File: config.mk
export PLATFORM = sky130hd
export DESIGN_NAME = ccd_hseq_sequencer
export DESIGN_NICKNAME = d
export VERILOG_FILES = /design/src/rtl/hseq_pkg.sv /design/src/rtl/hseq_frame_ctrl.sv /design/src/rtl/hseq_strobe_path.sv /design/src/rtl/ccd_hseq_sequencer.sv
export SDC_FILE = /design/constraint.sdc
export NUM_CORES = 1
export LEC_CHECK = 0
export BUFFER_PORTS_ARGS = -buffer_cell sky130_fd_sc_hd__buf_2
export CAP_MARGIN = 10
export CORE_ASPECT_RATIO = 1.5
export CORE_MARGIN = 1
export CORE_UTILIZATION = 40
export CTS_CLUSTER_SIZE = 28
export DETAILED_ROUTE_END_ITERATION = 7
export HOLD_SLACK_MARGIN = 0.02
export PLACE_DENSITY = 0.63
export SYNTH_ARGS = -nofsm -noshare
export SYNTH_HDL_FRONTEND = slang
export SYNTH_HIERARCHICAL = 1
export SYNTH_SLANG_ARGS = --single-unit
export TNS_END_PERCENT = 30
File: constraint.sdc
create_clock -name clk -period 2.1 [get_ports clk]
set_input_delay 0.105 -clock clk [delete_from_list [all_inputs] [get_ports clk]]
set_output_delay 0.105 -clock clk [all_outputs]
set_load 0.005 [all_outputs]
File: src/rtl/hseq_pkg.sv
package hseq_pkg;

  typedef enum logic [1:0] {
    SEQ_NONE   = 2'd0,
    SEQ_VBLANK = 2'd1,
    SEQ_VOB    = 2'd2,
    SEQ_IMAGE  = 2'd3
  } seq_e;

  // Pixel-window flags handed from control to the strobe path; at most one set.
  typedef struct packed {
    logic inShift;
    logic inDummy;
    logic inFrontOb;
    logic inActive;
    logic inBackOb;
  } pixWin_t;

endpackage

File: src/rtl/hseq_frame_ctrl.sv
module hseq_frame_ctrl
  import hseq_pkg::*;
#(
  parameter int VBL_LINES      = 4,
  parameter int FRONT_OB_LINES = 10,
  parameter int IMAGE_LINES    = 480,
  parameter int BACK_OB_LINES  = 2,
  parameter int SHIFT_CLKS     = 8,
  parameter int DUMMY_PIX      = 28,
  parameter int FRONT_OB_PIX   = 4,
  parameter int ACTIVE_PIX     = 640,
  parameter int BACK_OB_PIX    = 48
) (
  input  logic    clk,
  input  logic    rstN,
  input  logic    vSync,
  input  logic    hSync,
  output pixWin_t win,
  output seq_e    seq
);

  // Pixel-position boundaries inside a line
  localparam int W_DUM = SHIFT_CLKS;
  localparam int W_FOB = W_DUM + DUMMY_PIX;
  localparam int W_ACT = W_FOB + FRONT_OB_PIX;
  localparam int W_BOB = W_ACT + ACTIVE_PIX;
  localparam int W_END = W_BOB + BACK_OB_PIX;
  localparam int PW    = $clog2(W_END + 1);

  // Line-number boundaries inside a frame
  localparam int L_OB1 = VBL_LINES + 1;
  localparam int L_IMG = L_OB1 + FRONT_OB_LINES;
  localparam int L_OB2 = L_IMG + IMAGE_LINES;
  localparam int L_END = L_OB2 + BACK_OB_LINES;
  localparam int LW    = $clog2(L_END + 1);

  localparam logic [PW-1:0] C_DUM = PW'(W_DUM);
  localparam logic [PW-1:0] C_FOB = PW'(W_FOB);
  localparam logic [PW-1:0] C_ACT = PW'(W_ACT);
  localparam logic [PW-1:0] C_BOB = PW'(W_BOB);
  localparam logic [PW-1:0] C_END = PW'(W_END);
  localparam logic [LW-1:0] C_OB1 = LW'(L_OB1);
  localparam logic [LW-1:0] C_IMG = LW'(L_IMG);
  localparam logic [LW-1:0] C_OB2 = LW'(L_OB2);
  localparam logic [LW-1:0] C_LND = LW'(L_END);

  logic [PW-1:0] pixCnt;
  logic [LW-1:0] lineCnt;
  logic [LW-1:0] lineNext;
  seq_e          seqNext;

  // Line count: frame sync wins over a coincident line sync
  always_comb begin
    lineNext = lineCnt;
    if (vSync)
      lineNext = '0;
    else if (hSync && lineCnt != C_LND)
      lineNext = lineCnt + 1'b1;
  end

  // Vertical region of the line about to start
  always_comb begin
    if (lineNext >= C_OB1 && lineNext < C_IMG)
      seqNext = SEQ_VOB;
    else if (lineNext >= C_IMG && lineNext < C_OB2)
      seqNext = SEQ_IMAGE;
    else if (lineNext >= C_OB2 && lineNext < C_LND)
      seqNext = SEQ_VOB;
    else
      seqNext = SEQ_VBLANK;
  end

  always_ff @(posedge clk) begin
    if (!rstN) begin
      pixCnt  <= C_END;
      lineCnt <= '0;
      seq     <= SEQ_VBLANK;
    end else begin
      lineCnt <= lineNext;
      if (hSync) begin
        pixCnt <= '0;
        seq    <= seqNext;
      end else if (pixCnt != C_END) begin
        pixCnt <= pixCnt + 1'b1;
      end
    end
  end

  // Horizontal window decode of the current pixel position
  always_comb begin
    win.inShift   = (pixCnt < C_DUM);
    win.inDummy   = (pixCnt >= C_DUM) && (pixCnt < C_FOB);
    win.inFrontOb = (pixCnt >= C_FOB) && (pixCnt < C_ACT);
    win.inActive  = (pixCnt >= C_ACT) && (pixCnt < C_BOB);
    win.inBackOb  = (pixCnt >= C_BOB) && (pixCnt < C_END);
  end

  p_pix_restart_r4: assert property (@(posedge clk) disable iff (!rstN)
    hSync |=> (pixCnt == '0));

  p_line_clear_r2: assert property (@(posedge clk) disable iff (!rstN)
    vSync |=> (lineCnt == '0));

  p_seq_hold_r3: assert property (@(posedge clk) disable iff (!rstN)
    !hSync |=> $stable(seq));

  p_seq_legal_r3: assert property (@(posedge clk) disable iff (!rstN)
    seq != SEQ_NONE);

  p_win_single_r10: assert property (@(posedge clk) disable iff (!rstN)
    $onehot0(win));

endmodule

File: src/rtl/hseq_strobe_path.sv
module hseq_strobe_path
  import hseq_pkg::*;
(
  input  logic    clk,
  input  logic    rstN,
  input  pixWin_t win,
  input  seq_e    seq,
  output logic    shiftBlank,
  output logic    dataBlank,
  output logic    blackClamp
);

  logic shiftN, blankN, clampN;

  // Sequence x window -> strobe mapping
  always_comb begin
    shiftN = 1'b0;
    blankN = 1'b0;
    clampN = 1'b0;
    if (win.inShift) begin
      shiftN = 1'b1;
    end else if (win.inDummy) begin
      blankN = 1'b1;
    end else if (win.inFrontOb || win.inActive || win.inBackOb) begin
      unique case (seq)
        SEQ_VOB:   clampN = 1'b1;
        SEQ_IMAGE: clampN = win.inBackOb;
        default:   blankN = 1'b1;
      endcase
    end else begin
      blankN = 1'b1;
    end
  end

  always_ff @(posedge clk) begin
    if (!rstN) begin
      shiftBlank <= 1'b0;
      dataBlank  <= 1'b1;
      blackClamp <= 1'b0;
    end else begin
      shiftBlank <= shiftN;
      dataBlank  <= blankN;
      blackClamp <= clampN;
    end
  end

  p_strobe_excl_r10: assert property (@(posedge clk) disable iff (!rstN)
    $countones({shiftBlank, dataBlank, blackClamp}) <= 1);

  p_dummy_noclamp_r5: assert property (@(posedge clk) disable iff (!rstN)
    win.inDummy |=> (dataBlank && !blackClamp));

  p_shift_win_r4: assert property (@(posedge clk) disable iff (!rstN)
    win.inShift |=> shiftBlank);

  p_vob_clamp_r7: assert property (@(posedge clk) disable iff (!rstN)
    (seq == SEQ_VOB && (win.inFrontOb || win.inActive || win.inBackOb)) |=> blackClamp);

  p_vblank_noclamp_r6: assert property (@(posedge clk) disable iff (!rstN)
    (seq == SEQ_VBLANK && !win.inShift) |=> (dataBlank && !blackClamp));

endmodule

File: src/rtl/ccd_hseq_sequencer.sv
module ccd_hseq_sequencer
  import hseq_pkg::*;
#(
  parameter int VBL_LINES      = 4,
  parameter int FRONT_OB_LINES = 10,
  parameter int IMAGE_LINES    = 480,
  parameter int BACK_OB_LINES  = 2,
  parameter int SHIFT_CLKS     = 8,
  parameter int DUMMY_PIX      = 28,
  parameter int FRONT_OB_PIX   = 4,
  parameter int ACTIVE_PIX     = 640,
  parameter int BACK_OB_PIX    = 48
) (
  input  logic       clk,
  input  logic       rstN,
  input  logic       vSync,
  input  logic       hSync,
  output logic       shiftBlank,
  output logic       dataBlank,
  output logic       blackClamp,
  output logic [1:0] seqCode
);

  pixWin_t win;
  seq_e    seq;

  hseq_frame_ctrl #(
    .VBL_LINES     (VBL_LINES),
    .FRONT_OB_LINES(FRONT_OB_LINES),
    .IMAGE_LINES   (IMAGE_LINES),
    .BACK_OB_LINES (BACK_OB_LINES),
    .SHIFT_CLKS    (SHIFT_CLKS),
    .DUMMY_PIX     (DUMMY_PIX),
    .FRONT_OB_PIX  (FRONT_OB_PIX),
    .ACTIVE_PIX    (ACTIVE_PIX),
    .BACK_OB_PIX   (BACK_OB_PIX)
  ) uCtrl (
    .clk  (clk),
    .rstN (rstN),
    .vSync(vSync),
    .hSync(hSync),
    .win  (win),
    .seq  (seq)
  );

  hseq_strobe_path uPath (
    .clk       (clk),
    .rstN      (rstN),
    .win       (win),
    .seq       (seq),
    .shiftBlank(shiftBlank),
    .dataBlank (dataBlank),
    .blackClamp(blackClamp)
  );

  assign seqCode = seq;

endmodule

==> reports/results.ini <==
[outcome]
status = finished clean

[layout]
final_nets = 188
n_antenna_cell = 0
drive_gt1_share_pct = 16.8
final_cells = 221
postLayoutCellArea_sq_um = 1580
multi_input_area_sq_um = 870
final-seq-area_sq_um = 485
final.fill_count = 347
syn_to_final_growth_pct = 11.9

[cts]
cts-buffers-inserted = 3
htree_levels = 1
clk-insertion-delay-late_ns = 0.27
cts_resized = 0
cts_setup_buffers = 0
cts_tree = built
cts.path.max_buffers = 2
cts.sinks = 24
path_clk_slew_ns = 0.09
ctsHoldBuffers = 0
clockRootBuffer = clkbuf_8

[pwr]
p_per_area_nw_per_um2 = 556
seqPwrFrac_pct = 55.1
p_int_uw = 666
clockPowerShare_pct = 36.3
switchingPower_uw = 212
vdd_drop_max_mv = 0.444
p_leak_nw = 0.554
power_frac_comb_pct = 8.6
p_sw_share_pct = 24.1

[worst_setup_path]
worstSetupEndpointType = register
arrival_ns = 2.14
startpoint = uCtrl/lineCnt[5]
path_cells = nand4_2, o41a_1, o32a_1, nor4b_2, o2111a_1, a211oi_1
regToRegEndpoint = uCtrl/seq[0]
cpMaxStageDelayCell = dfxtp_1
worst-path-max-fanout = 8
reg2reg_slack_ns = 0.12
critPathRequiredTime_ns = 2.26
reg2reg_from = uCtrl/lineCnt[5]
crit_family = compound AO/OA/AOI/OAI gates
crit_buf_inv = 0
max_stage_delay_ns = 0.47
critical_path_class = register to register
critPathLaunchType = register
path_depth = 6
reg2reg_depth = 6

[min_path]
min_from = rstN
hold_depth = 2
hp-class = input pin to register
holdPathEnd = uCtrl/pixCnt[6]

[floorplanning]
num_io_pins = 9
placementRows = 26
die_area_sq_um = 3770
die_height_um = 74.7
core_area_sq_um = 3380
initial_utilization_pct = 41.7
dieWidth_um = 50.5

[timing]
period_minus_slack_ns = 1.98
fmax_mhz = 504
finalSetupViolCount = 0
holdWs_ns = 0.133
finClkSkew_ns = 0.00847
timing.final.crit_share_pct = 94.5
rsz0062_at_grt = false
final_hold_viol_count = 0
drv_slew = 0
worstMarginPinSlew_ns = 0.472
max_slew_margin_pct = 68.2
tns_ns = 0

[place]
placed_cell_area_sq_um = 1500
globalplace.congestion = 0.852
dpl.cell_count = 217
dp_hpwl_mm = 2.33
io_buffers = 8

[synthesis]
synth_cell_type_count = 46
netlist.area_leader.share_pct = 34.1
netlist_instances = 171
synth-async-reset-ratio_pct = 0
synthFlopType = dfxtp_1
yosysSeqAreaShare_pct = 34.1
yosysTopAreaCell = dfxtp_1
synth-warning-count = 6
syn_nets = 179
syn_avg_cell_area_sq_um = 8.25
synth_area_sq_um = 1410
yosys_register_bits = 24
synth_area_leaders = dfxtp_1 (34%), nor2_1 (5.6%), xor2_1 (5.6%)
synth-edff-count = 0

[grt]
grt_pass1_wl_mm = 5.29
grt_max_degree = 16
antenna_found_initial = 0
first_global_vias = 1233
grt.total_usage_pct = 18.5
grt-ovfl-total = 0

[drt]
routed_wl_mm = 3.12
drtPass1Iterations = 4
num_vias = 1275
ant_nets = 0
wl_per_cell_um = 14.1
drc = 0
drtIter0Drc = 28
vias_per_cell = 5.77

[run]
drv_cap = 0

[registers in the layout (all words and copies together), names as in the netlist]
signal / flops
uCtrl/lineCnt: 9
uPath/blackClamp: 1
uPath/dataBlank: 1
uCtrl/pixCnt: 10
uCtrl/seq: 2
uPath/shiftBlank: 1
[cell type report]
type | instances | share of cell area [%]
Multi-Input combinational cell | 129 | 55.1
Sequential cell | 24 | 30.8
Timing Repair Buffer | 14 | 5.39
Clock buffer | 4 | 3.49
Tap cell | 42 | 3.33
Inverter | 8 | 1.90
[cell families (layout without fill, tap and decap cells)]
logic type	after synthesis	in the layout	synth area share, %
xor gates and xnor gates	14	14	8.70
buffers and inverters	18	26	5.50
and+or+nand+nor	72	72	28.0
adders and majority gates	4	4	3.55
DFF	24	24	34.1
AOI/OAI and AO/OA	39	39	20.1
[worst register-to-register path, delay by kind of cell, from the launching register on]
family | cells | cell delay, ns
flip-flops | 1 | 0.47
AO/OA/AOI/OAI | 4 | 0.99
AND/OR/NAND/NOR | 2 | 0.41
[power by group through the flow]
stage | clock, mW | combinational, mW | sequential, mW
final | 0.318 | 0.0754 | 0.484
after global routing | 0.348 | 0.0864 | 0.487
after CTS | 0.321 | 0.0751 | 0.482
after detailed placement | 0 | 0.0746 | 0.493
after global placement | 0 | 0.0732 | 0.492
after floorplan | 0 | 0.0581 | 0.487
[stage by stage]
step / total power, mW / setup WS, ns / utilization (%)
after floorplan: 0.545 / 0.183 / -
after detailed placement: 0.568 / 0.0195 / 44.3
after CTS: 0.879 / 0.0157 / 46.0
after global placement: 0.566 / 0.0613 / 44.3
final: 0.878 / 0.116 / 46.6
after global routing: 0.921 / 0.00640 / 46.6
[worst max-delay path by stage]
stage              endpoint  slack (ns)
4_1_cts        uCtrl/seq[1]        0.02
2_1_floorplan  uCtrl/seq[0]        0.18
3_5_place_dp   uCtrl/seq[1]        0.02
3_3_place_gp   uCtrl/seq[1]        0.06
6_report       uCtrl/seq[0]        0.12
5_1_grt        uCtrl/seq[0]       0.006
[cells in the mapped netlist, drive strengths merged, types with 2 or more instances]
cell type	instances
nand2	11
nor2	21
buf	5
nand4	6
or3	3
nand4b	2
and2	5
nand3	6
nor4b	3
xor2	9
clkbuf	5
nand3b	2
and3	2
nor3	2
nor4	3
xnor2	5
o21ai	12
ha	4
a311oi	2
dfxtp	24
a21o	2
a211oi	3
a21oi	7
inv	8
nand2b	2
[placed cells by master (no fill, tap or decap), types with 3 or more instances in the layout]
| cell | count |
|---|---|
| nor2_1 | 21 |
| dfxtp_1 | 20 |
| o21ai_0 | 12 |
| nand2_1 | 11 |
| xor2_1 | 9 |
| buf_2 | 8 |
| inv_1 | 8 |
| a21oi_1 | 7 |
| nand3_1 | 6 |
| buf_4 | 6 |
| and2_1 | 5 |
| nand4_1 | 5 |
| xnor2_1 | 5 |
| clkbuf_8 | 4 |
| dfxtp_2 | 4 |
| nor4_1 | 3 |
| a211oi_1 | 3 |
| or3_1 | 3 |
| ha_1 | 3 |
[per-layer routing]
layer / part of all wire (%) / vias up / global-route usage, %
li1: - / 636 / -
met1: 42 / 608 / 19.3
met2: 55 / 27 / 37.2
met3: 2.1 / 4 / 2.42
met4: 0.93 / 0 / 6.17
met5: 0 / - / 0
(Power assumes the default switching activity.)
